[config.mk]
export PLATFORM = sky130hd
export DESIGN_NAME = rng_postproc
export DESIGN_NICKNAME = d
export VERILOG_FILES = /design/src/rtl/rngpp_pkg.sv /design/src/rtl/rngpp_source.sv /design/src/rtl/rngpp_lfsr_stage.sv /design/src/rtl/rngpp_whitener.sv /design/src/rtl/rngpp_accum.sv /design/src/rtl/rng_postproc.sv
export SDC_FILE = /design/constraint.sdc
export NUM_CORES = 1
export LEC_CHECK = 0
export ABC_AREA = 1
export ABC_CLOCK_PERIOD_IN_PS = 3870
export BUFFER_PORTS_ARGS = -buffer_cell sky130_fd_sc_hd__buf_2
export CAP_MARGIN = 20
export CORE_ASPECT_RATIO = 1.2
export CORE_MARGIN = 1
export CORE_UTILIZATION = 60
export CTS_CLUSTER_DIAMETER = 100
export DETAILED_ROUTE_END_ITERATION = 10
export GPL_ROUTABILITY_DRIVEN = 0
export GPL_TIMING_DRIVEN = 0
export PLACE_DENSITY = 0.81
export RECOVER_POWER = 50
export SLEW_MARGIN = 20
export SYNTH_ARGS = -nofsm -noshare
export SYNTH_HDL_FRONTEND = slang
export SYNTH_HIERARCHICAL = 1
export SYNTH_SLANG_ARGS = --single-unit
[constraint.sdc]
create_clock -name clk -period 3.87 [get_ports clk]
set_input_delay 0.774 -clock clk [delete_from_list [all_inputs] [get_ports clk]]
set_output_delay 0.774 -clock clk [all_outputs]
set_load 0.005 [all_outputs]
[src/rtl/rngpp_pkg.sv]
package rngpp_pkg;

    // Conditioning path select; bit 0 enables the LFSR stage, bit 1 the corrector.
    typedef enum logic [1:0] {
        PP_RAW   = 2'd0,
        PP_LFSR  = 2'd1,
        PP_WHITE = 2'd2,
        PP_BOTH  = 2'd3
    } pp_mode_e;

    typedef enum logic {
        ACC_FILL = 1'b0,
        ACC_HOLD = 1'b1
    } acc_state_e;

    typedef enum logic {
        WH_EMPTY = 1'b0,
        WH_HALF  = 1'b1
    } wh_state_e;

    // Galois mask for x^32 + x^22 + x^2 + x + 1 (right-shifting form).
    localparam logic [31:0] GALOIS_MASK32 = 32'h8020_0003;

endpackage

[src/rtl/rngpp_source.sv]
module rngpp_source #(
    parameter int          W    = 32,
    parameter logic [W-1:0] SEED = W'(32'hACE1_2468),
    parameter logic [W-1:0] MASK = W'(32'h8020_0003)
) (
    input  logic clk,
    input  logic rst_n,
    input  logic noise_bit,
    input  logic noise_stb,
    input  logic noise_en,
    input  logic test_en,
    input  logic accept,
    output logic src_bit,
    output logic src_valid
);

    logic [W-1:0] gen_q;

    always_comb begin
        src_valid = noise_en && accept && (test_en || noise_stb);
        src_bit   = test_en ? gen_q[0] : noise_bit;
    end

    always_ff @(posedge clk or negedge rst_n) begin
        if (!rst_n) begin
            gen_q <= SEED;
        end else if (src_valid && test_en) begin
            gen_q <= (gen_q >> 1) ^ (gen_q[0] ? MASK : '0);
        end
    end

    // the repeatable generator never collapses to the all-zero state
    a_r7_gen_nonzero: assert property (@(posedge clk) disable iff (!rst_n)
        gen_q != '0);

    // with the source disabled the generator holds its state
    a_r5_gen_frozen: assert property (@(posedge clk) disable iff (!rst_n)
        !noise_en |=> $stable(gen_q));

endmodule

[src/rtl/rngpp_lfsr_stage.sv]
module rngpp_lfsr_stage #(
    parameter int           W    = 32,
    parameter logic [W-1:0] MASK = W'(32'h8020_0003)
) (
    input  logic clk,
    input  logic rst_n,
    input  logic enable,
    input  logic in_valid,
    input  logic in_bit,
    output logic out_valid,
    output logic out_bit
);

    logic [W-1:0] st_q;
    logic         fold;

    always_comb begin
        fold      = st_q[0] ^ in_bit;
        out_valid = in_valid;
        out_bit   = enable ? fold : in_bit;
    end

    always_ff @(posedge clk or negedge rst_n) begin
        if (!rst_n) begin
            st_q <= '0;
        end else if (enable && in_valid) begin
            st_q <= (st_q >> 1) ^ (fold ? MASK : '0);
        end
    end

    // a deselected scrambler keeps its state
    a_r2_lfsr_idle: assert property (@(posedge clk) disable iff (!rst_n)
        !enable |=> $stable(st_q));

endmodule

[src/rtl/rngpp_whitener.sv]
module rngpp_whitener
    import rngpp_pkg::*;
(
    input  logic clk,
    input  logic rst_n,
    input  logic enable,
    input  logic in_valid,
    input  logic in_bit,
    output logic out_valid,
    output logic out_bit
);

    wh_state_e st_q, st_d;
    logic      first_q;

    // next state
    always_comb begin
        st_d = st_q;
        if (enable && in_valid) begin
            unique case (st_q)
                WH_EMPTY: st_d = WH_HALF;
                WH_HALF:  st_d = WH_EMPTY;
            endcase
        end
    end

    // outputs
    always_comb begin
        out_valid = 1'b0;
        out_bit   = in_bit;
        if (!enable) begin
            out_valid = in_valid;
        end else begin
            unique case (st_q)
                WH_EMPTY: out_valid = 1'b0;
                WH_HALF: begin
                    out_valid = in_valid && (first_q != in_bit);
                    out_bit   = first_q;
                end
            endcase
        end
    end

    always_ff @(posedge clk or negedge rst_n) begin
        if (!rst_n) begin
            st_q    <= WH_EMPTY;
            first_q <= 1'b0;
        end else begin
            st_q <= st_d;
            if (enable && in_valid && st_q == WH_EMPTY) begin
                first_q <= in_bit;
            end
        end
    end

    // an emitted bit always closes the pair
    a_r4_pair_closed: assert property (@(posedge clk) disable iff (!rst_n)
        (enable && out_valid) |=> st_q == WH_EMPTY);

endmodule

[src/rtl/rngpp_accum.sv]
module rngpp_accum
    import rngpp_pkg::*;
#(
    parameter int W = 32,
    localparam int CNT_W = $clog2(W)
) (
    input  logic         clk,
    input  logic         rst_n,
    input  logic         in_valid,
    input  logic         in_bit,
    input  logic         data_rd,
    output logic         ready,
    output logic [W-1:0] word,
    output logic         valid
);

    acc_state_e     st_q, st_d;
    logic [CNT_W-1:0] cnt_q;
    logic [W-1:0]     word_q;

    // next state
    always_comb begin
        st_d = st_q;
        unique case (st_q)
            ACC_FILL: if (in_valid && cnt_q == CNT_W'(W-1)) st_d = ACC_HOLD;
            ACC_HOLD: if (data_rd) st_d = ACC_FILL;
        endcase
    end

    // outputs
    always_comb begin
        ready = (st_q == ACC_FILL);
        valid = (st_q == ACC_HOLD);
        word  = word_q;
    end

    always_ff @(posedge clk or negedge rst_n) begin
        if (!rst_n) begin
            st_q   <= ACC_FILL;
            cnt_q  <= '0;
            word_q <= '0;
        end else begin
            st_q <= st_d;
            if (st_q == ACC_FILL && in_valid) begin
                word_q <= {word_q[W-2:0], in_bit};
                cnt_q  <= (cnt_q == CNT_W'(W-1)) ? '0 : cnt_q + 1'b1;
            end
        end
    end

    // a read of a held word clears the flag
    a_r9_read_clears: assert property (@(posedge clk) disable iff (!rst_n)
        (valid && data_rd) |=> !valid);

    // an unread word stays put
    a_r10_hold_stable: assert property (@(posedge clk) disable iff (!rst_n)
        (valid && !data_rd) |=> (valid && $stable(word_q)));

    // upstream offers nothing while a word is held
    a_r10_no_bit_when_full: assert property (@(posedge clk) disable iff (!rst_n)
        in_valid |-> ready);

endmodule

[src/rtl/rng_postproc.sv]
module rng_postproc
    import rngpp_pkg::*;
#(
    parameter int           WORD_W   = 32,
    parameter logic [31:0]  GEN_SEED = 32'hACE1_2468
) (
    input  logic              clk,
    input  logic              rst_n,
    input  logic              noise_bit,
    input  logic              noise_stb,
    input  logic              noise_en,
    input  logic              test_en,
    input  logic [1:0]        pp_sel,
    input  logic              data_rd,
    output logic [WORD_W-1:0] rand_word,
    output logic              word_ready
);

    localparam int LFSR_W = 32;

    logic     accept;
    logic     src_bit, src_valid;
    logic     scr_bit, scr_valid;
    logic     wh_bit, wh_valid;
    pp_mode_e mode;
    logic     lfsr_on, white_on;

    always_comb begin
        mode     = pp_mode_e'(pp_sel);
        lfsr_on  = (mode == PP_LFSR)  || (mode == PP_BOTH);
        white_on = (mode == PP_WHITE) || (mode == PP_BOTH);
    end

    rngpp_source #(
        .W    (LFSR_W),
        .SEED (GEN_SEED),
        .MASK (GALOIS_MASK32)
    ) u_src (
        .clk       (clk),
        .rst_n     (rst_n),
        .noise_bit (noise_bit),
        .noise_stb (noise_stb),
        .noise_en  (noise_en),
        .test_en   (test_en),
        .accept    (accept),
        .src_bit   (src_bit),
        .src_valid (src_valid)
    );

    rngpp_lfsr_stage #(
        .W    (LFSR_W),
        .MASK (GALOIS_MASK32)
    ) u_scr (
        .clk       (clk),
        .rst_n     (rst_n),
        .enable    (lfsr_on),
        .in_valid  (src_valid),
        .in_bit    (src_bit),
        .out_valid (scr_valid),
        .out_bit   (scr_bit)
    );

    rngpp_whitener u_wh (
        .clk       (clk),
        .rst_n     (rst_n),
        .enable    (white_on),
        .in_valid  (scr_valid),
        .in_bit    (scr_bit),
        .out_valid (wh_valid),
        .out_bit   (wh_bit)
    );

    rngpp_accum #(
        .W (WORD_W)
    ) u_acc (
        .clk      (clk),
        .rst_n    (rst_n),
        .in_valid (wh_valid),
        .in_bit   (wh_bit),
        .data_rd  (data_rd),
        .ready    (accept),
        .word     (rand_word),
        .valid    (word_ready)
    );

    // with the source disabled the data word cannot change
    a_r5_gate_word: assert property (@(posedge clk) disable iff (!rst_n)
        !noise_en |=> $stable(rand_word));

endmodule

After elaboration in Yosys (flattened, before gate mapping). Cells that the tools add are included.

Register bits: 104. Latch bits: 0. Memory bits (writable): 0. Bits in read-only memories: 0. Word-level logic and storage cells: 43. Memories: 0.

Add/sub/neg operators: 1. $mul: 0. Divide/modulo/power cells: 0. Magnitude comparators: 0. Equal/unequal tests: 5. Shift operators: 0. Multiplexer cells: 13. Bitwise logic cells: 5. Reductions and logical operators: 12.

Operators by type and width (count): 32-bit 2-to-1 mux (2); 31-bit by 32-bit XOR with 32-bit output (2); 1-bit logical AND (9); 1-bit 2-to-1 mux (7); 1-bit one-hot mux with 2 select lines (3); 5-bit by 1-bit adder with 5-bit output, second input constant (1); 5-bit equality test, second input constant (1); 5-bit 2-to-1 mux (1); 2-bit equality test, second input constant (2); 1-bit logical OR (3); 2-bit by 1-bit equality test with 1-bit output, second input constant (1); 1-bit NOT (2); 1-bit inequality test (1); 1-bit XOR (1).

Logic depth before layout (Yosys ltp).
Word-level depth: 10. Mapped depth: 17. Depth with buffers taken out: 16.

Modules after synthesis. The synthesis kept the hierarchy.

By module, submodules not included: rngpp_accum (instances 1, cells each 170, area an instance 1508.9 sq um, sequential area each 950.9 sq um); rngpp_source (instances 1, cells each 154, area an instance 1310.0 sq um, sequential area each 817.0 sq um); rngpp_lfsr_stage (instances 1, cells each 141, area an instance 1300.0 sq um, sequential area each 800.8 sq um); rngpp_whitener (instances 1, cells each 19, area an instance 122.6 sq um, sequential area each 50.0 sq um); rng_postproc (instances 1, cells each 2, area an instance 7.5 sq um, sequential area each 0.0 sq um).

Least setup slack after synthesis. Ideal clock, no wire load.

Path kind: input-to-reg. From: input port test_en. To: register u_acc.cnt_q[2]. Arrival time: 2318 ps. Data required time: 3750 ps. Setup slack: 1431 ps. Stages: 16. Path through: inv_1 > o21ai_0 > inv_1 > nand2_1 > nand2_1 > a21oi_1 > inv_1 > nand2_1 > nand3_1 > a21oi_1 > inv_1 > nor2_4 > buf_6 > nand2_1 > nand2_1 > a21oi_1.

Longest elaborated chain between the ends: 8. Elaborated cells on any way between the ends: 10. Those cells by class: eq/ne: 1; mux: 4; bitwise: 1; reduce/logical: 4.

RTL lines: from (decl) (RTL line rng_postproc.sv:12) `input logic test_en,`; 1-bit 2-to-1 mux (*) (RTL line rngpp_source.sv:21) `src_bit = test_en ? gen_q[0] : noise_bit;`; net src_bit (RTL line rng_postproc.sv:22) `logic src_bit, src_valid;`; 1-bit XOR (RTL line rngpp_lfsr_stage.sv:18) `fold = st_q[0] ^ in_bit;`; 1-bit 2-to-1 mux (*) (RTL line rngpp_lfsr_stage.sv:20) `out_bit = enable ? fold : in_bit;`; net scr_bit (RTL line rng_postproc.sv:23) `logic scr_bit, scr_valid;`; 1-bit inequality test (*) (RTL line rngpp_whitener.sv:37) `out_valid = in_valid && (first_q != in_bit);`; 1-bit logical AND (*) (RTL line rngpp_whitener.sv:37); 1-bit one-hot mux with 2 select lines (*) (RTL line rngpp_whitener.sv:34) `unique case (st_q)`; 1-bit 2-to-1 mux (*) (RTL line rngpp_whitener.sv:31) `if (!enable) begin`; net wh_valid (RTL line rng_postproc.sv:24) `logic wh_bit, wh_valid;`; 1-bit logical AND (*) (RTL line rngpp_accum.sv:44) `if (st_q == ACC_FILL && in_valid) begin`; to (signal assigned) (RTL line rngpp_accum.sv:46) `cnt_q <= (cnt_q == CNT_W'(W-1)) ? '0 : cnt_q + 1'b1;`; to (decl) (RTL line rngpp_accum.sv:18) `logic [CNT_W-1:0] cnt_q;`.

Mark *: on every way through the listed nets, which the timed path passes. The rest lies on a longest branch. A chain may end at the register's enable or synchronous reset.

Worst setup path after layout.
From: register u_src.gen_q[0]. To: register u_acc.cnt_q[3].

Longest elaborated chain between the ends: 8.

RTL lines: from (decl) (RTL line rngpp_source.sv:17) `logic [W-1:0] gen_q;`; from (signal assigned) (RTL line rngpp_source.sv:28) `gen_q <= (gen_q >> 1) ^ (gen_q[0] ? MASK : '0);`; 1-bit 2-to-1 mux (*) (RTL line rngpp_source.sv:21); net src_bit (RTL line rng_postproc.sv:22); 1-bit XOR (RTL line rngpp_lfsr_stage.sv:18); 1-bit 2-to-1 mux (*) (RTL line rngpp_lfsr_stage.sv:20); net scr_bit (RTL line rng_postproc.sv:23); 1-bit inequality test (*) (RTL line rngpp_whitener.sv:37); 1-bit logical AND (*) (RTL line rngpp_whitener.sv:37); 1-bit one-hot mux with 2 select lines (*) (RTL line rngpp_whitener.sv:34); 1-bit 2-to-1 mux (*) (RTL line rngpp_whitener.sv:31); net wh_valid (RTL line rng_postproc.sv:24); 1-bit logical AND (*) (RTL line rngpp_accum.sv:44).

Marked as above.

==> reports/qor.yml <==
status: "finished, violations left"
violations: "max-capacitance violations, max-slew violations"
synth_cell_types: 20
slew_violations: 37
cts_made_buffers: 9
cts_max_level: 3
reg2reg_from: "u_src/gen_q[0]$_DFFE_PN0P_"
grt_pass1_vias: 3059
final_net_count: 548
synth.avg_cell_area_sq_um: 8.74
crit_arrival_ps: 2980
core_area_sq_um: 6850
fin_crit_sh_pct: 70.4
start_kind: "register"
drt-total-wl_mm: 7.44
skew_ps: 10.6
clk_path_buf_depth: 2
dp_hpwl_mm: 5.13
hp-start: "u_src/gen_q[23]$_DFFE_PN1P_"
seq_area_frac_synth_pct: 61.6
worst_pin_slew_ps: 1980
crit_type: "reg -> reg"
area_growth_pct: 12.1
post_dp_cell_area_sq_um: 4590
postCtsSetupRepairBufs: 0
final_area_sq_um: 4760
powerDensity_nw_per_um2: 559
fin_crit_ps: 2730
synth_nets: 497
fin_util_pct: 69.5
initial_core_util_pct: 62.0
min_to: "u_src/gen_q[22]$_DFFE_PN1P_"
synth_warnings: 6
holdBufCountCts: 0
synthCells: 486
ir_drop_v: 0.000268
ff2ff_setup_slack_ps: 1140
max_freq_mhz: 367
antenna_found_initial: 0
cp-end-kind: "register"
relSlewSlack_pct: -31.8
clock-root-buffer: "clkbuf_8"
power_leakage_nw: 2.64
io_pins: 42
clk_latency_ps: 360
die_w_um: 78.8
ff2ff_path_depth: 16
die_h_um: 94.2
clk_pin_slew_ps: 100
drt_iter0_markers: 169
synthesis.area_sq_um: 4250
cap_violations: 1
fp-row-count: 33
grt_setup_unrepaired: "false"
route.detailed.drc: 0
hold_viol: 0
cts_resized: 0
overflow: 0
grt_max_degree: 69
fp.dieArea_sq_um: 7420
n_fill_cell: 503
setup_viol: 0
ys_ff_latch: 104
clkSinkCount: 104
vias: 3154
tritoncts: "done"
critPathMaxFanout: 10
port-buffer-count: 39
firstDrtPassIters: 4
required_ps: 4130
diodes: 0
worstHoldPathType: "reg -> reg"
drive_gt1_share_pct: 16.4
via_per_inst: 5.01
grt_first_pass_wirelength_mm: 13.2
ant_nets: 0
routedWlPerCell_um: 11.8
regToRegEndpoint: "u_acc/cnt_q[3]$_DFFE_PN0P_"
track_usage_pct: 22.8
setup_tns_ps: 0
whs_path_depth: 2
## critical path: stages (launching register included)
cell and delay (ps):
dfrtp_1 420, inv_1 120, o21ai_0 400, inv_1 130
nand2_1 140, nand2_1 60, a21oi_1 230, inv_1 120
nand2_1 70, nand3_1 80, a21oi_1 220, inv_1 100
nor2_4 120, buf_6 160, nand2_1 120, nand2_1 100
nor2_1 40
## cells by family after synthesis
kind of cell	count (synthesis)	share of synthesized area, %
DFF	104	61.6
and+or+nand+nor	280	25.5
buffers and inverters	58	7.30
adders and majority gates	2	0.589
AOI/OAI and AO/OA	42	4.95
## metal layers
metal  global-route usage, %  vias up  share of wire, %
met5                       0        -                 0
met4                    10.0        0               1.1
met3                    3.88        9               4.4
met2                    38.0       59                48
met1                    29.2     1514                46
li1                        -     1572                 -
## state kept, by name, indices dropped and copies added (netlist names)
signal	flops
u_acc/valid	1
u_src/gen_q	32
u_wh/st_q	1
u_scr/st_q	32
u_acc/cnt_q	5
u_wh/first_q	1
u_acc/word	32
## worst max-delay path by stage
stage / cells after the start / end / slack, ps / startpoint
after floorplan: 16 / u_acc/cnt_q[2]$_DFFE_PN0P_ / 1430 / test_en
after CTS: 16 / u_acc/cnt_q[3]$_DFFE_PN0P_ / 1220 / u_src/gen_q[0]$_DFFE_PN0P_
final: 16 / u_acc/cnt_q[3]$_DFFE_PN0P_ / 1140 / u_src/gen_q[0]$_DFFE_PN0P_
after detailed placement: 17 / u_acc/word[15]$_DFFE_PN0P_ / 860 / test_en
after global placement: 1 / u_src/gen_q[18]$_DFFE_PN0P_ / 1020 / rst_n
after global routing: 16 / u_acc/cnt_q[3]$_DFFE_PN0P_ / 800 / u_src/gen_q[0]$_DFFE_PN0P_
## layout by cell type (no fill, tap or decap)
cell,instances
nand2_1,260
dfrtp_1,91
buf_2,46
inv_1,34
o21ai_0,34
dfstp_2,13
clkbuf_8,10
nor2_1,9
clkbuf_1,7
buf_6,7
nand3_1,7
o21ai_1,5
a21oi_1,3
clkinv_4,2
ha_1,2
clkinvlp_4,1
inv_8,1
inv_6,1
bufinv_16,1
buf_16,1
nor2_4,1
inv_2,1
nand2_2,1
inv_4,1
nand3_2,1
buf_4,1
nand3b_1,1
## power breakdown
part | switching (mW) | internal, mW
Sequential | 0.142 | 1.31
Clock | 0.372 | 0.326
Combinational | 0.296 | 0.216
## area by class of cell
cell class / instances / area, sq um / area share (%)
flip-flops and latches: 104 / 2620 / 55.0
multi-input cells: 324 / 1320 / 27.6
repair buffers: 40 / 221 / 4.65
plain buffers: 22 / 149 / 3.13
clock buffers: 10 / 138 / 2.89
inverters: 36 / 138 / 2.89
well taps: 87 / 109 / 2.29
clock inverters: 6 / 75.1 / 1.58
## cells in the mapped netlist
cell	number	area [sq um]
inv_1	33	124
dfstp_2	13	342
nand3b_1	1	7.51
a21oi_1	3	15.0
o21ai_0	34	170
dfrtp_1	91	2280
nand3_2	2	20.0
ha_1	2	25.0
clkbuf_1	2	7.51
nor2_4	1	11.3
buf_6	10	113
inv_2	2	7.51
nand2_1	260	976
nand2_2	1	6.26
nor2_1	9	33.8
buf_2	9	45.0
buf_4	1	7.51
inv_4	1	6.26
o21ai_1	5	25.0
nand3_1	6	30.0
## metrics by stage
stage,std cells,setup WS [ps],power (mW),hold slack [ps]
2_1_floorplan,486,1430,1.77,442
3_3_place_gp,612,1020,1.95,448
3_5_place_dp,613,855,2.00,453
4_1_cts,629,1220,2.70,284
5_1_grt,629,798,2.84,485
6_report,629,1140,2.66,470
No activity file was read; power rests on OpenSTA's default activity.
